$ cat src/rtl/tick_timer_pkg.sv
package tick_timer_pkg;
   typedef enum logic [1:0] {
      TT_OFF     = 2'b00,
      TT_RESTART = 2'b01,
      TT_ONESHOT = 2'b10,
      TT_FREE    = 2'b11
   } tt_mode_e;
endpackage

$ cat src/rtl/ttmr_match.sv
module ttmr_match #(
   parameter int PER_W = 28
) (
   input  logic [PER_W-1:0] low_cnt,
   input  logic [PER_W-1:0] period,
   output logic             eq
);
   assign eq = (low_cnt == period);
endmodule

$ cat src/rtl/ttmr_counter.sv
module ttmr_counter
   import tick_timer_pkg::*;
#(
   parameter int CNT_W = 32
) (
   input  logic             clk,
   input  logic             rst_n,
   input  logic             load,
   input  logic [CNT_W-1:0] load_val,
   input  logic             clr_halt,
   input  logic             run,
   input  logic             hit,
   input  tt_mode_e         mode,
   output logic [CNT_W-1:0] count,
   output logic             halted
);
   logic [CNT_W-1:0] count_q, count_d;
   logic             halt_q;

   always_comb begin
      count_d = count_q;
      if (load)
         count_d = load_val;
      else if (run) begin
         if (hit && mode == TT_RESTART)
            count_d = '0;
         else if (hit && mode == TT_ONESHOT)
            count_d = count_q;
         else
            count_d = count_q + CNT_W'(1);
      end
   end

   always_ff @(posedge clk) begin
      if (!rst_n) begin
         count_q <= '0;
         halt_q  <= 1'b0;
      end else begin
         count_q <= count_d;
         if (clr_halt)
            halt_q <= 1'b0;
         else if (run && hit && mode == TT_ONESHOT)
            halt_q <= 1'b1;
      end
   end

   assign count  = count_q;
   assign halted = halt_q;

   // counter leaves reset at zero
   assert_cnt_reset_R1: assert property (@(posedge clk) disable iff (!rst_n)
      $past(!rst_n) |-> (count_q == '0));
   // a load lands in the next cycle
   assert_cnt_load_R2: assert property (@(posedge clk) disable iff (!rst_n)
      load |=> (count_q == $past(load_val)));
endmodule

$ cat src/rtl/ttmr_ctrl.sv
module ttmr_ctrl
   import tick_timer_pkg::*;
#(
   parameter int PER_W = 28,
   localparam int MODE_W = PER_W + 4
) (
   input  logic              clk,
   input  logic              rst_n,
   input  logic              load,
   input  logic [MODE_W-1:0] load_val,
   input  logic              hit,
   output logic [PER_W-1:0]  period,
   output logic              pend,
   output logic              ie,
   output tt_mode_e          mode
);
   logic [PER_W-1:0] period_q;
   logic             pend_q, ie_q;
   tt_mode_e         mode_q;

   always_ff @(posedge clk) begin
      if (!rst_n) begin
         period_q <= '0;
         pend_q   <= 1'b0;
         ie_q     <= 1'b0;
         mode_q   <= TT_OFF;
      end else if (load) begin
         period_q <= load_val[PER_W-1:0];
         pend_q   <= load_val[PER_W];
         ie_q     <= load_val[PER_W+1];
         mode_q   <= tt_mode_e'(load_val[PER_W+3:PER_W+2]);
      end else if (hit && ie_q) begin
         pend_q   <= 1'b1;
      end
   end

   assign period = period_q;
   assign pend   = pend_q;
   assign ie     = ie_q;
   assign mode   = mode_q;

   // enabled match sets pending
   assert_pend_set_R5: assert property (@(posedge clk) disable iff (!rst_n)
      (hit && ie_q && !load) |=> pend_q);
   // with enable clear a match leaves pending low
   assert_pend_quiet_R5: assert property (@(posedge clk) disable iff (!rst_n)
      (!ie_q && !pend_q && !load) |=> !pend_q);
   // pending is sticky without a write
   assert_pend_sticky_R6: assert property (@(posedge clk) disable iff (!rst_n)
      (pend_q && !load) |=> pend_q);
endmodule

$ cat src/rtl/tick_timer.sv
module tick_timer
   import tick_timer_pkg::*;
#(
   parameter int CNT_W  = 32,
   parameter int PER_W  = 28,
   parameter int DATA_W = (CNT_W > PER_W + 4) ? CNT_W : PER_W + 4
) (
   input  logic              clk,
   input  logic              rst_n,
   input  logic              tick_en,
   input  logic              wr_en,
   input  logic              wr_sel,
   input  logic [DATA_W-1:0] wr_data,
   output logic [CNT_W-1:0]  count_o,
   output logic [PER_W+3:0]  mode_o,
   output logic              irq_o
);
   localparam int MODE_W = PER_W + 4;

   generate
      if (PER_W < 1 || PER_W > CNT_W) begin : g_bad_per
         $error("tick_timer: PER_W must lie in 1..CNT_W");
      end
      if (DATA_W < CNT_W || DATA_W < MODE_W) begin : g_bad_data
         $error("tick_timer: DATA_W too narrow for a register");
      end
   endgenerate

   logic             cnt_wr, mode_wr, run, eq, hit, halted;
   logic             pend, ie;
   logic [PER_W-1:0] period;
   tt_mode_e         mode;
   logic [CNT_W-1:0] count;

   assign cnt_wr  = wr_en & ~wr_sel;
   assign mode_wr = wr_en &  wr_sel;
   assign run     = tick_en & ~wr_en & (mode != TT_OFF) & ~halted;
   assign hit     = run & eq;

   ttmr_match #(.PER_W(PER_W)) u_match (
      .low_cnt (count[PER_W-1:0]),
      .period  (period),
      .eq      (eq)
   );

   ttmr_counter #(.CNT_W(CNT_W)) u_counter (
      .clk      (clk),
      .rst_n    (rst_n),
      .load     (cnt_wr),
      .load_val (wr_data[CNT_W-1:0]),
      .clr_halt (wr_en),
      .run      (run),
      .hit      (hit),
      .mode     (mode),
      .count    (count),
      .halted   (halted)
   );

   ttmr_ctrl #(.PER_W(PER_W)) u_ctrl (
      .clk      (clk),
      .rst_n    (rst_n),
      .load     (mode_wr),
      .load_val (wr_data[MODE_W-1:0]),
      .hit      (hit),
      .period   (period),
      .pend     (pend),
      .ie       (ie),
      .mode     (mode)
   );

   assign count_o = count;
   assign mode_o  = {mode, ie, pend, period};
   assign irq_o   = pend & ie;

   // off mode never moves the counter
   assert_off_hold_R3: assert property (@(posedge clk) disable iff (!rst_n)
      (!wr_en && mode == TT_OFF) |=> (count_o == $past(count_o)));
   // restart match reloads zero
   assert_restart_zero_R7: assert property (@(posedge clk) disable iff (!rst_n)
      (hit && mode == TT_RESTART) |=> (count_o == '0));
   // a frozen one-shot counter stays put until a write
   assert_oneshot_hold_R8: assert property (@(posedge clk) disable iff (!rst_n)
      (halted && !wr_en) |=> $stable(count_o));
   // continuous match steps on by one
   assert_free_step_R9: assert property (@(posedge clk) disable iff (!rst_n)
      (hit && mode == TT_FREE) |=> (count_o == $past(count_o) + CNT_W'(1)));
   // no tick and no write leaves both registers alone
   assert_idle_R10: assert property (@(posedge clk) disable iff (!rst_n)
      (!tick_en && !wr_en) |=> ($stable(count_o) && $stable(mode_o)));
endmodule

$ cat config.mk
export PLATFORM = sky130hd
export DESIGN_NAME = tick_timer
export DESIGN_NICKNAME = d
export VERILOG_FILES = /design/src/rtl/tick_timer_pkg.sv /design/src/rtl/ttmr_match.sv /design/src/rtl/ttmr_counter.sv /design/src/rtl/ttmr_ctrl.sv /design/src/rtl/tick_timer.sv
export SDC_FILE = /design/constraint.sdc
export NUM_CORES = 1
export LEC_CHECK = 0
export BUFFER_PORTS_ARGS = -buffer_cell sky130_fd_sc_hd__buf_2
export CORE_ASPECT_RATIO = 0.7
export CORE_UTILIZATION = 59
export CTS_BUF_LIST = sky130_fd_sc_hd__clkbuf_2
export DETAILED_ROUTE_END_ITERATION = 10
export GPL_TIMING_DRIVEN = 0
export PLACE_DENSITY_LB_ADDON = 0.08
export SLEW_MARGIN = 20
export SYNTH_ARGS = -nofsm -noshare
export SYNTH_HDL_FRONTEND = slang
export SYNTH_SLANG_ARGS = --single-unit
$ cat constraint.sdc
create_clock -name clk -period 4.6 [get_ports clk]
set_input_delay 0.69 -clock clk [delete_from_list [all_inputs] [get_ports clk]]
set_output_delay 0.69 -clock clk [all_outputs]
set_load 0.005 [all_outputs]
# == Word level (Yosys, flattened, before mapping) ==
# Index checks and enable logic that the tools add are counted.
# classes
mux,6
reduce_logical,10
n_bitwise,11
n_eq_ne,4
addsub,1
# ops
operator,count
32-bit two-way mux,4
32-bit by 1-bit adder with 32-bit output (second input constant),1
28-bit equality test,1
1-bit AND,7
2-bit nonzero test,3
1-bit logical AND,5
1-bit NOT,4
3-bit by 2-bit != test with 1-bit output (second input constant),1
2-bit by 1-bit equality test with 1-bit output (second input constant),1
2-bit equality test (second input constant),1
1-bit two-way mux,2
2-bit AND reduction,1
2-bit OR reduction,1
# totals
elab_cells,38
reg_bits,65

# == Longest topological paths before layout ==
# Gate-level depths: netlist of run 1.
# depth
depth_word,10
ltp_mapped,9
depth_no_buf,7

# == Modules after synthesis ==
# Synthesis of run 1 repeated with hierarchy kept, for this count alone.
# unflattened
cells_unflattened,391
area_unflattened_um2,3601.0
# modules_own_cells
module,area_per_inst_um2,cells_each,n_inst
ttmr_counter,1971.9,241,1
ttmr_ctrl,1248.7,104,1
ttmr_match,307.8,37,1
tick_timer,72.6,9,1

# == Worst setup path after synthesis of run 1 ==
# OpenSTA, ideal clock, no wires.
# synth_timing
kind,reg2reg
start,register u_counter.count_q[1] (netlist: u_counter.count[1])
end,register u_counter.count_q[30] (netlist: u_counter.count[30])
setup_time_ns,0.122
path_slack_ns,2.352
path_stages_with_launch,10
t_required_ns,4.478
arrival_time_ns,2.126
path_cell_list,dfxtp_1 -> ha_1 -> nand3_1 -> or4_1 -> buf_2 -> or2_1 -> buf_6 -> or2_1 -> a21oi_1 -> o22ai_2
# synth_between
elab_chain_cells,6
# synth_rtl
item,line,rtl
from (decl),ttmr_counter.sv:17,"logic [CNT_W-1:0] count_q, count_d;"
from (signal assigned),ttmr_counter.sv:39,count_q <= count_d;
branches (longest 6 deep; another with 32-bit by 1-bit adder with 32-bit output),-,
# Parallel ways; which one is timed is not known. The select of a mux whose other input is x is not followed.
# A chain may end at the register's enable or synchronous reset.

# == Worst setup path after layout of run 1 ==
# layout_timing
start,register u_counter.count_q[18] (netlist: u_counter.count[18])
end,register u_counter.count_q[10] (netlist: u_counter.count[10])
# layout_between
elab_chain_cells,6
# layout_rtl
item,line,rtl
28-bit equality test *,ttmr_match.sv:8,assign eq = (low_cnt == period);
1-bit AND *,tick_timer.sv:38,assign hit = run & eq;
1-bit logical AND,ttmr_counter.sv:25,if (hit && mode == TT_RESTART)
32-bit two-way mux,ttmr_counter.sv:25,
32-bit two-way mux,ttmr_counter.sv:24,else if (run) begin
32-bit two-way mux,ttmr_counter.sv:22,if (load)
# Every way passes the cells marked *; elsewhere a longest branch is shown, timed or not. The select of a mux whose other input is x is not followed.

==> impl_metrics.env, run 1 <==
export IMPL_num_fill_cells=497
export IMPL_clk_pin_slew_ps=200
export IMPL_die_x_um=97.6
export IMPL_required_ps=5000
export IMPL_clock_latency_ps=530
export IMPL_io_buffers=100
export IMPL_dp_hpwl_um=10000
export IMPL_fin_worst_skew_ps=27.3
export IMPL_crit_chain="clkbuf_1 -> xor2_1 -> nor4_1 -> nand4_1 -> o21ai_1 -> buf_2 -> buf_2 -> o221ai_1"
export IMPL_postRouteAntennaNets=0
export IMPL_io_pins=102
export IMPL_worstSetupPathType="flop to flop"
export IMPL_drive_above_1_share=0.227
export IMPL_leakage_uw=0.00180
export IMPL_cts_root_buf="clkbuf_2"
export IMPL_synth_nets=525
export IMPL_crit_buf_inv=3
export IMPL_layout_setup_ws_ps=1240
export IMPL_route_detailed_drc=13
export IMPL_fmax_mhz=298
export IMPL_numCtsBuffers=9
export IMPL_grt_pass1_vias=4103
export IMPL_final_core_util=0.751
export IMPL_grt_max_degree=11
export IMPL_maxCapViolations=0
export IMPL_diodes=0
export IMPL_hold_viol=0
export IMPL_ys_types=47
export IMPL_yosysSeqAreaShare=0.344
export IMPL_rrSetupSlack_ps=1240
export IMPL_drtIter0Drc=643
export IMPL_async_reset_ff_frac=0
export IMPL_nNetsFinal=636
export IMPL_final_period_utilization=0.730
export IMPL_netlist_instances=487
export IMPL_cts_sink_count=65
export IMPL_stdcell_count=678
export IMPL_area_delta_synth_final_pct=18.5
export IMPL_grt_use_total=0.410
export IMPL_critPathMaxStageDelay_ps=740
export IMPL_slew_headroom=0.221
export IMPL_setup_tns_ps=0
export IMPL_grt_overflow=0
export IMPL_gp_congestion=0.947
export IMPL_initial_core_util=0.634
export IMPL_cts_hold_buf=0
export IMPL_synth_enable_flop_cells=0
export IMPL_cts_buffer_depth=2
export IMPL_cpMostUsedCell="buf_2"
export IMPL_cp_start_kind="flop"
export IMPL_cts_tree="built"
export IMPL_slew_viol_final=0
export IMPL_synth_ff_type="dfxtp_1"
export IMPL_wl_per_cell_um=20.2
export IMPL_rsz0062_at_grt="no"
export IMPL_yosys_warnings=0
export IMPL_grt_pass1_wl_um=20700
export IMPL_via_per_inst=6.76
export IMPL_core_area_um2=5960
export IMPL_postCtsSetupRepairBufs=0
export IMPL_powerDensity_nw_per_um2=277
export IMPL_synth_area_um2=3780
export IMPL_end_kind="flop"
export IMPL_antenna_found_initial=0
export IMPL_dieArea_um2=6730
export IMPL_critPathTopFamily="buffers and inverters"
export IMPL_cts_resized=0
export IMPL_first_pass_iters=10
export IMPL_ir_drop_v=0.000162
export IMPL_syn_avg_cell_area_um2=7.76
export IMPL_setup_viol_count_final=0
export IMPL_arrival_ps=3750
export IMPL_crit_fanout=10
export IMPL_holdWs_ps=389
export IMPL_rows=23
export IMPL_fin_crit_ps=3360
export IMPL_place_ws_ps=1530
export IMPL_die_y_um=68.9
export IMPL_via_count=4582
export IMPL_worst_slew_pin_slew_ps=1160
export IMPL_status="finished with violations"
export IMPL_ys_ff_latch=65
export IMPL_dp_cells=662
export IMPL_slowest_stage="o21ai_1"
export IMPL_violations="DRC"
export IMPL_drt_wl_total_um=13700
export IMPL_htree_levels=3
export IMPL_hp_class="primary input to flop"
## state kept, by name, indices dropped and copies added (netlist names)
register	count
u_ctrl.period	28
u_ctrl.ie	1
u_counter.halted	1
u_counter.count	32
u_ctrl.mode	2
u_ctrl.pend	1
## where the power goes
| group | internal (uW) | switching (uW) |
|---|---|---|
| logic | 100 | 163 |
| registers | 595 | 36.0 |
| clock network | 129 | 215 |
| total | 824 | 414 |
## Yosys cell counts, types with 5 or more instances
cell | number | area share
xnor2_1 | 12 | 0.028
buf_2 | 11 | 0.015
inv_1 | 8 | 0.0079
o2111ai_1 | 8 | 0.019
a32oi_1 | 8 | 0.019
a21boi_0 | 31 | 0.062
nor2_1 | 20 | 0.020
o221ai_1 | 16 | 0.037
xor2_1 | 16 | 0.037
o41a_1 | 5 | 0.015
a22oi_1 | 14 | 0.028
dfxtp_1 | 65 | 0.34
nand3_1 | 51 | 0.068
nor3_1 | 5 | 0.0066
nand2_1 | 89 | 0.088
nor4_1 | 7 | 0.012
clkbuf_1 | 34 | 0.034
o211ai_1 | 11 | 0.022
nand4_1 | 13 | 0.022
a21oi_1 | 7 | 0.0093
## layout by cell type, fill, tap and decap left out, drive strengths merged, types with 12 or more instances in the layout
cell	count
xor2	16
o211ai	12
o221ai	16
nand4	14
clkbuf	47
buf	115
nand2	89
a21boi	31
xnor2	12
nand3	51
dfxtp	65
nor2	20
a22oi	14
## stage by stage
stage	total power, uW	instance area, um^2
after floorplan	781	3780
after global placement	886	4370
after detailed placement	893	4370
after CTS	1220	4480
after global routing	1270	4480
final	1240	4480
## layout make-up
| cell class | count | area [um^2] | area share |
|---|---|---|---|
| well taps | 75 | 93.8 | 0.0210 |
| inverters | 8 | 30.0 | 0.00671 |
| clock inverters | 4 | 43.8 | 0.00978 |
| clock buffers | 12 | 60.1 | 0.0134 |
| repair buffers | 100 | 500 | 0.112 |
| plain buffers | 50 | 218 | 0.0486 |
| flip-flops and latches | 65 | 1300 | 0.291 |
| multi-input cells | 364 | 2230 | 0.498 |
## tightest hold or removal path: cells and delay by family
family | cells | cell delay (ps)
buffers and inverters | 1 | 100
AOI/OAI and AO/OA | 1 | 60
and+or+nand+nor | 1 | 40
## per-layer routing
layer  vias up  global-route usage  wire length (um)
li1       2009                   -                 -
met4         0               0.220               519
met1      2105               0.520              5390
met3        66               0.113              2020
met5         -                   0                 0
met2       402               0.651              5800
## kinds of logic (layout without fill, tap and decap cells)
kind of cell	Yosys count	count (layout)	synth area share
AND/OR/NAND/NOR	216	216	0.273
flip-flops	65	65	0.344
buffers and inverters	58	174	0.0656
AO/OA/AOI/OAI	119	119	0.249
adder cells (fa/ha/maj)	1	1	0.00331
XOR/XNOR	28	28	0.0649
## final timing paths
check | from | end | cells after the start
setup / recovery | u_counter.count[18] | u_counter.count[10] | 8
hold / removal | wr_data[16] | u_ctrl.period[16] | 3
setup reg to reg | u_counter.count[18] | u_counter.count[10] | 8
hold reg to reg | u_ctrl.period[0] | u_ctrl.period[0] | 2
Note: power is estimated with default switching activity, not from simulation.
==> run 2, diff against run 1 <==
- CORE_UTILIZATION: 59 -> 49
- clock period: 4.6 -> 2.8 ns (I/O delays scaled with it)
==> run 2 against run 1 <==
First-iteration DRC count decreased by 16%. The run now ends clean. Register-to-register slack worse by 1100 ps. Clock skew is 1.9 ps lower. Combinational power grew 64%. Die area grew 20%.
==> impl_metrics.env, run 2 (synthesis results as in run 1) <==
export IMPL_status="completed"
export IMPL_slew_headroom=0.522
export IMPL_via_per_inst=6.24
export IMPL_gp_congestion=0.933
export IMPL_cts_root_buf="clkbuf_2"
export IMPL_drive_above_1_share=0.241
export IMPL_htree_levels=3
export IMPL_worstSetupPathType="flop to flop"
export IMPL_grt_overflow=0
export IMPL_rsz0062_at_grt="no"
export IMPL_drtIter0Drc=543
export IMPL_arrival_ps=3120
export IMPL_clk_pin_slew_ps=190
export IMPL_numCtsBuffers=9
export IMPL_p_total_uw=2140
export IMPL_grt_max_degree=11
export IMPL_leakage_uw=0.00182
export IMPL_final_core_util=0.618
export IMPL_cts_tree="built"
export IMPL_cts_hold_buf=0
export IMPL_final_period_utilization=0.966
export IMPL_powerDensity_nw_per_um2=469
export IMPL_cts_sink_count=65
export IMPL_setup_tns_ps=0
export IMPL_wl_per_cell_um=20.3
export IMPL_grt_pass1_wl_um=21000
export IMPL_io_buffers=100
export IMPL_place_ws_ps=-280
export IMPL_setup_viol_count_final=0
export IMPL_postRouteAntennaNets=0
export IMPL_die_x_um=107
export IMPL_cp_start_kind="flop"
export IMPL_dp_hpwl_um=10300
export IMPL_die_y_um=75.5
export IMPL_final_common_cell="buf_2"
export IMPL_worst_slew_pin_slew_ps=717
export IMPL_maxCapViolations=0
export IMPL_initial_core_util=0.512
export IMPL_area_delta_synth_final_pct=20.9
export IMPL_drt_wl_total_um=14200
export IMPL_antenna_found_initial=0
export IMPL_rows=26
export IMPL_hp_class="primary input to flop"
export IMPL_core_area_um2=7380
export IMPL_grt_use_total=0.353
export IMPL_nNetsFinal=632
export IMPL_slew_viol_final=0
export IMPL_fmax_mhz=370
export IMPL_end_kind="flop"
export IMPL_hold_viol=0
export IMPL_fin_worst_skew_ps=25.5
export IMPL_layout_setup_ws_ps=95.3
export IMPL_io_pins=102
export IMPL_mostFrequentLayoutCells="buf_2 (110), nand2_1 (89), dfxtp_1 (65), nand3_1 (51), a21boi_0 (31)"
export IMPL_required_ps=3220
export IMPL_via_count=4344
export IMPL_dp_cells=685
export IMPL_stdcell_count=696
export IMPL_route_detailed_drc=0
export IMPL_clock_latency_ps=560
export IMPL_fin_crit_ps=2700
export IMPL_largest_register_ff_count=32
export IMPL_ir_drop_v=0.000269
export IMPL_grt_pass1_vias=3900
export IMPL_diodes=0
export IMPL_crit_fanout=11
export IMPL_num_fill_cells=696
export IMPL_cts_buffer_depth=2
export IMPL_dieArea_um2=8070
export IMPL_first_pass_iters=5
## run 2: final timing paths
kind,endpoint,slack [ps],startpoint,depth (start not counted)
min reg2reg,u_ctrl.period[17],500,u_ctrl.period[17],2
max reg2reg,u_counter.count[10],100,u_counter.count[18],8
min,u_counter.halted,80,wr_en,2
max,u_counter.count[10],100,u_counter.count[18],8
## run 2: per-stage QoR
stage / hold WS, ps / area (um^2)
6_report: 81.2 / 4570
5_1_grt: 62.0 / 4570
4_1_cts: 65.9 / 4560
3_5_place_dp: 483 / 4400
3_3_place_gp: 476 / 4400
2_1_floorplan: 466 / 3780
## run 2: layout make-up
| cell class | count | area, um^2 | share of cell area |
|---|---|---|---|
| Buffer | 45 | 204 | 0.0447 |
| Clock buffer | 11 | 55.1 | 0.0121 |
| Clock inverter | 4 | 68.8 | 0.0151 |
| Inverter | 8 | 30.0 | 0.00658 |
| Multi-Input combinational cell | 364 | 2280 | 0.498 |
| Sequential cell | 65 | 1300 | 0.285 |
| Tap cell | 98 | 123 | 0.0269 |
| Timing Repair Buffer | 101 | 508 | 0.111 |
## run 2: critical path, cell delays in order (launching register included)
cell and delay, ps:
dfxtp_1 620, xor2_1 180, nor4_1 320, nand4_1 140
buf_4 200, o21ai_4 280, buf_2 340, buf_2 310
o221ai_1 170
## run 2: layer usage
| layer | vias to the layer above | track usage | share of wire |
|---|---|---|---|
| li1 | 1994 | - | - |
| met1 | 2009 | 0.466 | 0.43 |
| met2 | 306 | 0.544 | 0.44 |
| met3 | 35 | 0.114 | 0.11 |
| met4 | 0 | 0.139 | 0.023 |
| met5 | - | 0 | 0 |
## run 2: where the power goes
group          leakage [uW]  switching, uW  internal, uW
clock network     0.0000794            368           294
logic               0.00121            261           171
registers          0.000530           70.9           977
## run 2: timing repair
item                                    in CTS  in global routing
resized for setup                            5                  7
endpoints found under the setup margin      20                 31
buffers inserted                             1                  0
pin swaps                                    1                  0
